==> src/rtl/dslope_pkg.sv <==
package dslope_pkg;
  typedef enum logic [2:0] {
    ST_IDLE,
    ST_AZ,
    ST_INTG,
    ST_DEINT,
    ST_IZ
  } seq_state_e;

  localparam logic [1:0] PH_IZ    = 2'b00;
  localparam logic [1:0] PH_AZ    = 2'b01;
  localparam logic [1:0] PH_INTG  = 2'b10;
  localparam logic [1:0] PH_DEINT = 2'b11;

  function automatic logic [1:0] phase_code(input seq_state_e st);
    case (st)
      ST_AZ:    phase_code = PH_AZ;
      ST_INTG:  phase_code = PH_INTG;
      ST_DEINT: phase_code = PH_DEINT;
      default:  phase_code = PH_IZ;
    endcase
  endfunction
endpackage

==> src/rtl/dslope_sync.sv <==
module dslope_sync #(
  parameter int STAGES = 2
) (
  input  logic clk,
  input  logic rst_n,
  input  logic d,
  output logic q
);
  logic [STAGES-1:0] shreg;

  generate
    for (genvar i = 0; i < STAGES; i++) begin : g_stage
      if (i == 0) begin : g_first
        always_ff @(posedge clk or negedge rst_n) begin
          if (!rst_n) shreg[0] <= 1'b0;
          else        shreg[0] <= d;
        end
      end else begin : g_next
        always_ff @(posedge clk or negedge rst_n) begin
          if (!rst_n) shreg[i] <= 1'b0;
          else        shreg[i] <= shreg[i-1];
        end
      end
    end
  endgenerate

  assign q = shreg[STAGES-1];
endmodule

==> src/rtl/dslope_stab.sv <==
module dslope_stab #(
  parameter int SETTLE_CYC = 64
) (
  input  logic clk,
  input  logic rst_n,
  input  logic clr,
  input  logic en,
  input  logic lvl,
  output logic settled
);
  localparam int ST_W = $clog2(SETTLE_CYC + 1);
  localparam logic [ST_W-1:0] LAST = ST_W'(SETTLE_CYC - 1);

  logic            lvl_d;
  logic [ST_W-1:0] cnt_q, cnt_d;
  logic            same;

  assign same    = (lvl == lvl_d);
  assign settled = en && same && (cnt_q == LAST);

  always_comb begin
    cnt_d = cnt_q;
    if (clr)                     cnt_d = '0;
    else if (en && !same)        cnt_d = '0;
    else if (en && cnt_q != LAST) cnt_d = cnt_q + 1'b1;
  end

  always_ff @(posedge clk or negedge rst_n) begin
    if (!rst_n) begin
      lvl_d <= 1'b0;
      cnt_q <= '0;
    end else begin
      lvl_d <= lvl;
      cnt_q <= cnt_d;
    end
  end

  assert_settle_run_R9: assert property (@(posedge clk) disable iff (!rst_n)
    (en && !same) |=> (cnt_q == '0));
endmodule

==> src/rtl/dslope_fsm.sv <==
module dslope_fsm
  import dslope_pkg::*;
#(
  parameter int CNT_W     = 24,
  parameter int AZ_CYC    = 13_200_000,
  parameter int INT_CYC   = 13_200_000,
  parameter int BLANK_CYC = 600
) (
  input  logic             clk,
  input  logic             rst_n,
  input  logic             start,
  input  logic [1:0]       chan_req,
  input  logic [CNT_W-1:0] deint_max,
  input  logic             cmp_s,
  input  logic             settled,
  output logic             stab_clr,
  output logic             stab_en,
  output logic [1:0]       phase_ab,
  output logic [1:0]       chan_sel,
  output logic             busy,
  output logic             done,
  output logic             res_sign,
  output logic [CNT_W-1:0] res_mag,
  output logic             res_ovr
);
  localparam int MAX_PH = (AZ_CYC > INT_CYC) ? AZ_CYC : INT_CYC;
  localparam int PH_W   = $clog2(MAX_PH + 1);
  localparam logic [PH_W-1:0]  AZ_LAST  = PH_W'(AZ_CYC - 1);
  localparam logic [PH_W-1:0]  INT_LAST = PH_W'(INT_CYC - 1);
  localparam logic [CNT_W-1:0] BLANK    = CNT_W'(BLANK_CYC);

  seq_state_e       st_q, st_d;
  logic [PH_W-1:0]  ph_q;
  logic [CNT_W-1:0] mag_q;
  logic             pos_q, ovr_q, done_q;
  logic [1:0]       chan_q;

  logic accept, ph_clr, ph_en, hit, limit, deint_end, mag_en, pos_ld, ovr_set;

  assign accept    = (st_q == ST_IDLE) && start;
  assign hit       = (mag_q >= BLANK) && (cmp_s != pos_q);
  assign limit     = (mag_q == deint_max);
  assign deint_end = (st_q == ST_DEINT) && (hit || limit);

  always_comb begin
    st_d = st_q;
    case (st_q)
      ST_IDLE:  if (start)              st_d = ST_AZ;
      ST_AZ:    if (ph_q == AZ_LAST)    st_d = ST_INTG;
      ST_INTG:  if (ph_q == INT_LAST)   st_d = ST_DEINT;
      ST_DEINT: if (hit || limit)       st_d = ST_IZ;
      ST_IZ:    if (settled)            st_d = ST_IDLE;
      default:                          st_d = ST_IDLE;
    endcase
  end

  assign ph_clr   = (st_d != st_q);
  assign ph_en    = (st_q == ST_AZ) || (st_q == ST_INTG);
  assign mag_en   = (st_q == ST_DEINT) && !deint_end;
  assign pos_ld   = (st_q == ST_INTG) && (st_d == ST_DEINT);
  assign ovr_set  = (st_q == ST_DEINT) && limit && !hit;
  assign stab_clr = (st_q == ST_DEINT) && (st_d == ST_IZ);
  assign stab_en  = (st_q == ST_IZ);

  always_ff @(posedge clk or negedge rst_n) begin
    if (!rst_n) begin
      st_q   <= ST_IDLE;
      ph_q   <= '0;
      mag_q  <= '0;
      pos_q  <= 1'b1;
      ovr_q  <= 1'b0;
      done_q <= 1'b0;
      chan_q <= 2'b00;
    end else begin
      st_q   <= st_d;
      done_q <= (st_q == ST_IZ) && settled;
      if (ph_clr)      ph_q <= '0;
      else if (ph_en)  ph_q <= ph_q + 1'b1;
      if (accept)      mag_q <= '0;
      else if (mag_en) mag_q <= mag_q + 1'b1;
      if (accept)       ovr_q <= 1'b0;
      else if (ovr_set) ovr_q <= 1'b1;
      if (pos_ld)      pos_q  <= cmp_s;
      if (accept)      chan_q <= chan_req;
    end
  end

  assign phase_ab = phase_code(st_q);
  assign chan_sel = chan_q;
  assign busy     = (st_q != ST_IDLE);
  assign done     = done_q;
  assign res_sign = ~pos_q;
  assign res_mag  = mag_q;
  assign res_ovr  = ovr_q;

  assert_order_az_R1: assert property (@(posedge clk) disable iff (!rst_n)
    (phase_ab == PH_AZ) |=> (phase_ab == PH_AZ || phase_ab == PH_INTG));
  assert_order_int_R1: assert property (@(posedge clk) disable iff (!rst_n)
    (phase_ab == PH_INTG) |=> (phase_ab == PH_INTG || phase_ab == PH_DEINT));
  assert_order_deint_R1: assert property (@(posedge clk) disable iff (!rst_n)
    (phase_ab == PH_DEINT) |=> (phase_ab == PH_DEINT || phase_ab == PH_IZ));
  assert_chan_hold_R3: assert property (@(posedge clk) disable iff (!rst_n)
    (busy && !done) |=> $stable(chan_sel));
  assert_done_pulse_R10: assert property (@(posedge clk) disable iff (!rst_n)
    done |=> !done);
  assert_blank_floor_R7: assert property (@(posedge clk) disable iff (!rst_n)
    (done && !res_ovr) |-> (res_mag >= BLANK));
  assert_result_hold_R10: assert property (@(posedge clk) disable iff (!rst_n)
    (!busy && !start) |=> ($stable(res_mag) && $stable(res_sign)));
endmodule

==> src/rtl/dslope_seq.sv <==
module dslope_seq #(
  parameter int CNT_W      = 24,
  parameter int AZ_CYC     = 13_200_000,
  parameter int INT_CYC    = 13_200_000,
  parameter int BLANK_CYC  = 600,
  parameter int SETTLE_CYC = 64,
  parameter int SYNC_STG   = 2
) (
  input  logic             clk,
  input  logic             rst_n,
  input  logic             start,
  input  logic [1:0]       chan_req,
  input  logic [CNT_W-1:0] deint_max,
  input  logic             cmp_async,
  output logic [1:0]       phase_ab,
  output logic [1:0]       chan_sel,
  output logic             busy,
  output logic             done,
  output logic             res_sign,
  output logic [CNT_W-1:0] res_mag,
  output logic             res_ovr
);
  logic cmp_s, settled, stab_clr, stab_en;

  dslope_sync #(.STAGES(SYNC_STG)) u_sync (
    .clk(clk), .rst_n(rst_n), .d(cmp_async), .q(cmp_s)
  );

  dslope_stab #(.SETTLE_CYC(SETTLE_CYC)) u_stab (
    .clk(clk), .rst_n(rst_n), .clr(stab_clr), .en(stab_en),
    .lvl(cmp_s), .settled(settled)
  );

  dslope_fsm #(
    .CNT_W(CNT_W), .AZ_CYC(AZ_CYC), .INT_CYC(INT_CYC), .BLANK_CYC(BLANK_CYC)
  ) u_fsm (
    .clk(clk), .rst_n(rst_n), .start(start), .chan_req(chan_req),
    .deint_max(deint_max), .cmp_s(cmp_s), .settled(settled),
    .stab_clr(stab_clr), .stab_en(stab_en), .phase_ab(phase_ab),
    .chan_sel(chan_sel), .busy(busy), .done(done), .res_sign(res_sign),
    .res_mag(res_mag), .res_ovr(res_ovr)
  );
endmodule

==> config.mk <==
export PLATFORM = sky130hd
export DESIGN_NAME = dslope_seq
export DESIGN_NICKNAME = d
export VERILOG_FILES = /design/src/rtl/dslope_pkg.sv /design/src/rtl/dslope_sync.sv /design/src/rtl/dslope_stab.sv /design/src/rtl/dslope_fsm.sv /design/src/rtl/dslope_seq.sv
export SDC_FILE = /design/constraint.sdc
export NUM_CORES = 1
export LEC_CHECK = 0
export ABC_AREA = 1
export ABC_CLOCK_PERIOD_IN_PS = 5400
export BUFFER_PORTS_ARGS = -buffer_cell sky130_fd_sc_hd__buf_2
export CELL_PAD_IN_SITES_DETAIL_PLACEMENT = 2
export CELL_PAD_IN_SITES_GLOBAL_PLACEMENT = 2
export CORE_MARGIN = 3
export CORE_UTILIZATION = 36
export CTS_CLUSTER_DIAMETER = 120
export DETAILED_ROUTE_END_ITERATION = 10
export GPL_TIMING_DRIVEN = 0
export PLACE_DENSITY_LB_ADDON = 0.1
export SYNTH_ARGS = -nofsm -noshare
export SYNTH_HDL_FRONTEND = slang
export SYNTH_SLANG_ARGS = --single-unit
==> constraint.sdc <==
create_clock -name clk -period 5.4 [get_ports clk]
set_clock_uncertainty 0.15 [all_clocks]
set_input_delay 1.08 -clock clk [delete_from_list [all_inputs] [get_ports clk]]
set_output_delay 1.08 -clock clk [all_outputs]
set_load 0.03 [all_outputs]
; Yosys cells after proc, flatten, opt, wreduce, memory -nomap -nowiden
; Cells that the tools add are included.
[word_totals]
regBits = 66
inputBits = 30
output_inout_bits = 32
[classes]
n_addsub = 3
order_cmp = 1
n_eq_ne = 13
muxes = 16
n_bitwise = 1
reduce_logical = 24
[op_table]
columns = cell, count
row1 = 24-bit 2-to-1 mux, 4
row2 = 24-bit by 1-bit adder with 24-bit output (second input constant), 2
row3 = 24-bit == test, 1
row4 = 24-bit == test (second input constant), 1
row5 = 24-bit by 10-bit >= comparator with 1-bit output (second input constant), 1
row6 = 7-bit 2-to-1 mux, 3
row7 = 3-bit 2-to-1 mux, 5
row8 = 3-bit case mux with 5 select lines, 1
row9 = 1-bit logical AND, 13
row10 = 3-bit by 2-bit == test with 1-bit output (second input constant), 3
row11 = 7-bit by 1-bit adder with 7-bit output (second input constant), 1
row12 = 7-bit by 6-bit == test with 1-bit output (second input constant), 1
row13 = 7-bit by 6-bit inequality test with 1-bit output (second input constant), 1
row14 = 3-bit == test (second input constant), 2
row15 = 2-bit case mux with 3 select lines, 1
row16 = 2-bit nonzero test, 3
row17 = 3-bit nonzero test, 2
row18 = 3-bit by 1-bit == test with 1-bit output (second input constant), 1
row19 = 1-bit logical NOT, 3
row20 = 3-bit logical NOT, 1
row21 = 3-bit inequality test, 1
row22 = 1-bit logical OR, 2
row23 = 1-bit 2-to-1 mux, 2
row24 = 1-bit == test, 1
row25 = 2 further kinds, 2

; Depth between registers and ports, before layout
[depth]
depth_word = 8
mapped_depth = 15

; Hierarchy
; Synthesis repeated with hierarchy kept, for this count alone.
[unflattened]
cells_unflattened = 629
area_unflattened_um2 = 4444.3
[modules_own_cells]
columns = mod, n_inst, cells_per_inst, area_each_um2, seq_area_each_um2
row1 = dslope_fsm, 1, 559, 3882.5, 1402.6
row2 = dslope_stab, 1, 68, 511.7, 200.2
row3 = dslope_sync, 1, 2, 50.0, 50.0

; Worst setup path before layout
; Ideal clock, no wire load.
[synth_path]
path_kind = input -> register
start = input deint_max[9]
end = register u_fsm.ph_q[14]
setup_time_ps = 124
arrival_time_ps = 2250
setup_slack_ps = 2876
path_stages = 13
path_buffers = 2
path_cell_list = xor2_1 > nor2_1 > nand2_1 > nor2_4 > nand3_2 > nand2_2 > buf_6 > nand2_2 > nand2_1 > nand2_2 > nand3_4 > buf_12 > nor2_4
[synth_via]
elab_chain_len = 6
elab_cells_between_ends = 7
[synth_rtl]
columns = item, line_no
row1 = start: declaration, dslope_seq.sv:13  ; input logic [CNT_W-1:0] deint_max,
row2 = 24-bit == test *, dslope_fsm.sv:42  ; assign limit = (mag_q == deint_max);
row3 = 1-bit logical OR *, dslope_fsm.sv:51  ; ST_DEINT: if (hit || limit) st_d = ST_IZ;
row4 = 3-bit 2-to-1 mux *, dslope_fsm.sv:51
row5 = 3-bit case mux with 5 select lines *, dslope_fsm.sv:47  ; case (st_q)
row6 = via u_fsm.st_d[0], dslope_fsm.sv:32  ; seq_state_e st_q, st_d;
row7 = 3-bit inequality test *, dslope_fsm.sv:57  ; assign ph_clr = (st_d != st_q);
row8 = 24-bit 2-to-1 mux or 2-bit nonzero test (tied branches), -
row9 = end signal: assignment, dslope_fsm.sv:78  ; else if (ph_en) ph_q <= ph_q + 1'b1;
row10 = end: declaration, dslope_fsm.sv:33  ; logic [PH_W-1:0] ph_q;
; Mark *: on every way through the listed nets, which the timed path passes. The rest lies on a longest branch.
; A chain may end at the register's enable or synchronous reset.

; Final worst setup path
[layout_path]
start = input deint_max[14]
end = register u_fsm.ph_q[7]
[layout_via]
elab_chain_len = 6
elab_cells_between_ends = 7
[layout_rtl]
columns = item, line_no
row1 = 24-bit == test *, dslope_fsm.sv:42
row2 = 1-bit logical OR *, dslope_fsm.sv:51
row3 = 3-bit 2-to-1 mux *, dslope_fsm.sv:51
row4 = 3-bit case mux with 5 select lines *, dslope_fsm.sv:47
row5 = 3-bit inequality test *, dslope_fsm.sv:57
row6 = 24-bit 2-to-1 mux or 2-bit nonzero test (tied branches), -
; Mark *: on every way between the ends. The rest lies on a longest branch, timed or not.

==> summary.md <==
| Metric | Value |
|---|---|
| Status | `finished, final reports clean` |
| Worst slew pin tran | `695 ps` |
| Clk_lat worst skew | `around 340 ps` |
| Via density | `5.13` |
| CTS Hold Bufs | `0` |
| RR Startpoint | `u_stab.cnt_q[0]` |
| Avg WL per Cell | `17.2 um` |
| Post-CTS setup buffers | `0` |
| CTS Buf Count | `9` |
| Slew headroom | `between 50% and 60%` |
| First-pass GRT wire length | `between 20000 and 25000 um` |
| Comb power frac | `27.1%` |
| Core footprint | `11700 um^2` |
| TritonRoute pass-1 iters | `6` |
| CP max-delay cell | `buf_12` |
| Tot GR Track Use | `22.1%` |
| Vias | `4177` |
| Top_reg_cell synth | `dfrtp_1` |
| Net Sw Frac | `36.2%` |
| DRC | `0` |
| Max Freq | `0.382 GHz` |
| M1 GR Usage | `30.0%` |
| Ports | `62` |
| Die Y-Extent | `117 um` |
| # rows | `39` |
| Hold WC Path Type | `reg2reg` |
| Critical path type | `in2reg` |
| Hold Vio Cnt, Final | `0` |
| Synth Area in Adders | `1.13%` |
| Sequential cell area fraction in the yosys report | `37.3%` |
| Grt total ovfl | `0` |
| # Max-Cap Violations | `0` |
| DRT antenna net count | `0` |
| Layout cells sized above 1 | `22.2%` |
| Power Density | `319 nW/um^2` |
| CP Launch Type | `input port` |
| Fin. max-slew vios | `0` |
| PnR worst setup slack | `~2800 ps` |
| Peak VDD IR | `between 0.15 and 0.2 mV` |
| DR iter-0 viols | `about 170` |
| Critical Path RT | `5470 ps` |
| Netlist cell types | `38` |
| CP arrival | `2690 ps` |
| Syn nets | `627` |
| Hold path endpoint | `u_sync.q` |
| Area growth syn-to-layout | `18.3%` |
| GR Layer Usage met2 | `36.7%` |
| Placement Setup Slack | `2400 ps` |
| Post-layout min period | `2620 ps` |
| Endpoint kind of the worst setup timing path | `flop` |
| Dpl hpwl | `about 11000 um` |
| Hold path depth | `0` |
| Psw | `606 uW` |
| # resized after CTS | `0` |
| Worst path most repeated cell | `nand2_1` |
| Crit path cell chain | `buf_2, inv_1, nand2_1, nand2_1, nor2_1, nand2_1, nor2_2, nand3_2, nand2_1, nand2_1, nand2_1, nand2_1, nand3_4, buf_12, nor2_4` |
| Post-synth top area share | `36.8%` |
| Post-synth top area cell | `dfrtp_1` |
| Nets@finish | `700` |
| WHS | `approximately 200 ps` |
| Clock root cell | `clkbuf_16` |
| Hold Startpoint | `u_sync.shreg[0]` |
| Syn Inst Count | `593` |
| Final setup vio count | `0` |
| Critical Path Fanout Max | `10` |
| Die extent in x | `117 um` |
| Post-synth EDFFs | `0` |
| Pin count of the biggest net entering global routing | `66` |
| CTS tree | `yes` |
| Routed wire length | `14000 um` |
| Clk pwr share | `between 30% and 40%` |
| Multiplexer share of the synthesized area | `less than 1%` |
| Most used routing layer | `met2` |
| RSZ-0062 raised after global routing | `false` |
| Leak | `0.00254 uW` |
| Mapped Avg Cell Area | `7.46 um^2` |
| YS warnings | `0` |
| Crit path largest cell delay | `200 ps` |
| Global placement routability congestion | `0.866` |
| Simple-Gate Fraction of Synth Area | `38.7%` |
| Synthesized cell area | `between 4000 and 5000 um^2` |
| Share of power burned in registers | `about 37%` |
| Initial Util | `37.8%` |
| Clock buffer depth | `2` |
| FFs w/ async S/R, synth | `100%` |
| # H-tree levels | `3` |
| Post-synthesis xor/xnor area fraction | `8.71%` |
| Vias in the first global route | `4505` |
| Setup tns final | `0 ps` |
| Reg clk slew, reported paths | `about 50 ps` |
| Endpoint of the worst-slack reg-to-reg timing path | `u_fsm.ph_q[7]` |
| Initial antenna violation count | `0` |
| DIE AREA | `roughly 14000 um^2` |
| Largest family of logic cells by synthesized area | `simple AND/OR/NAND/NOR gates` |
| R2R Setup Slk | `2950 ps` |
| Top cells by area, synth | `dfrtp_1 (37%), nand2_1 (13%), xor2_1 (7.7%), nor2_4 (6.4%), nor2_1 (5.8%)` |
| Routing usage on met3 | `4.68%` |
| Number of synthesized register bits | `66` |
| N_diodes | `0` |
| Fill cell count | `approximately 1400` |
| Crit path buf inv count | `3` |
| Sinks on Clock Net | `66` |
| Pint | `between 1000 and 1500 uW` |
| Post-synthesis compound-gate area fraction | `5.20%` |
| Crit-path leading delay family | `simple AND/OR/NAND/NOR gates` |
| R2R cell count | `9` |
| Final period util | `roughly half` |
| # port buffers | `61` |
==> sequential cells by signal, indices dropped and copies added, names as in the netlist <==
signal / count
u_fsm.ph_q: 24
u_fsm.res_mag: 24
u_stab.cnt_q: 7
u_fsm.st_q: 3
u_fsm.chan_sel: 2
u_fsm.done: 1
u_fsm.pos_q: 1
u_fsm.res_ovr: 1
u_stab.lvl_d: 1
u_sync.q: 1
u_sync.shreg: 1
==> cell usage in the layout (no fill, tap or decap), types with 19 or more instances in the layout <==
cell type / count
nand4_1: 19
inv_2: 20
nand3_1: 31
nor3_1: 23
o21ai_0: 34
dfrtp_1: 65
nand2_1: 158
inv_1: 57
buf_2: 63
nor2_1: 68
xor2_1: 39
nor2_4: 25
==> layout make-up <==
cell class	count	area (um^2)	area share, %
buffer	9	77.6	1.48
clock buffer	11	243	4.63
clock inverter	5	55.1	1.05
inverter	78	307	5.85
multi-input combinational	440	2390	45.6
sequential	66	1650	31.6
tap	143	179	3.42
timing repair buffer	62	335	6.40
==> power by group through the flow <==
stage / logic, uW / registers, uW / clock network [uW]
CTS: 462 / 626 / 608
detailed placement: 459 / 633 / 0
finish: 452 / 624 / 595
global route: 507 / 635 / 633
floorplan: 244 / 694 / 0
global placement: 437 / 628 / 0
==> through the flow <==
| step | power (uW) | utilization (%) | instances | instance area, um^2 |
|---|---|---|---|---|
| after floorplan | 938 | - | 593 | 4430 |
| after global placement | 1070 | 41.9 | 797 | 4910 |
| after detailed placement | 1090 | 42.2 | 798 | 4940 |
| after CTS | 1700 | 44.7 | 814 | 5240 |
| after global routing | 1780 | 44.7 | 814 | 5240 |
| final | 1670 | 44.7 | 814 | 5240 |
==> worst max path at each step <==
stage / start / endpoint / cells after the start
after detailed placement: deint_max[14] / u_fsm.ph_q[16] / 15
final: deint_max[14] / u_fsm.ph_q[7] / 15
after global routing: deint_max[14] / u_fsm.ph_q[22] / 15
after global placement: deint_max[14] / u_fsm.ph_q[20] / 15
after floorplan: deint_max[9] / u_fsm.ph_q[14] / 13
after CTS: deint_max[14] / u_fsm.ph_q[7] / 15
==> per-layer routing <==
| layer | up-vias | wire length [um] |
|---|---|---|
| li1 | 2021 | - |
| met1 | 2082 | 6820 |
| met2 | 65 | 6660 |
| met3 | 9 | 452 |
| met4 | 0 | 103 |
| met5 | - | 0 |
==> cells in the mapped netlist, types with 5 or more instances <==
cell and instances:
dfrtp_1 65, inv_1 57, inv_2 20, nand2_1 158, nand2_2 6, nand3_1 31, nand4_1 19, nor2_1 68
nor2_4 25, nor3_1 23, o21ai_0 34, xnor2_1 5, xor2_1 39
==> cell families (layout without fill, tap and decap cells) <==
| family | Yosys count | count (layout) |
|---|---|---|
| adders and majority gates | 4 | 4 |
| and+or+nand+nor | 349 | 349 |
| DFF | 66 | 66 |
| muxes | 1 | 1 |
| buffers and inverters | 87 | 165 |
| xor gates and xnor gates | 44 | 44 |
| AOI/OAI and AO/OA | 42 | 42 |
(Power assumes the default switching activity.)
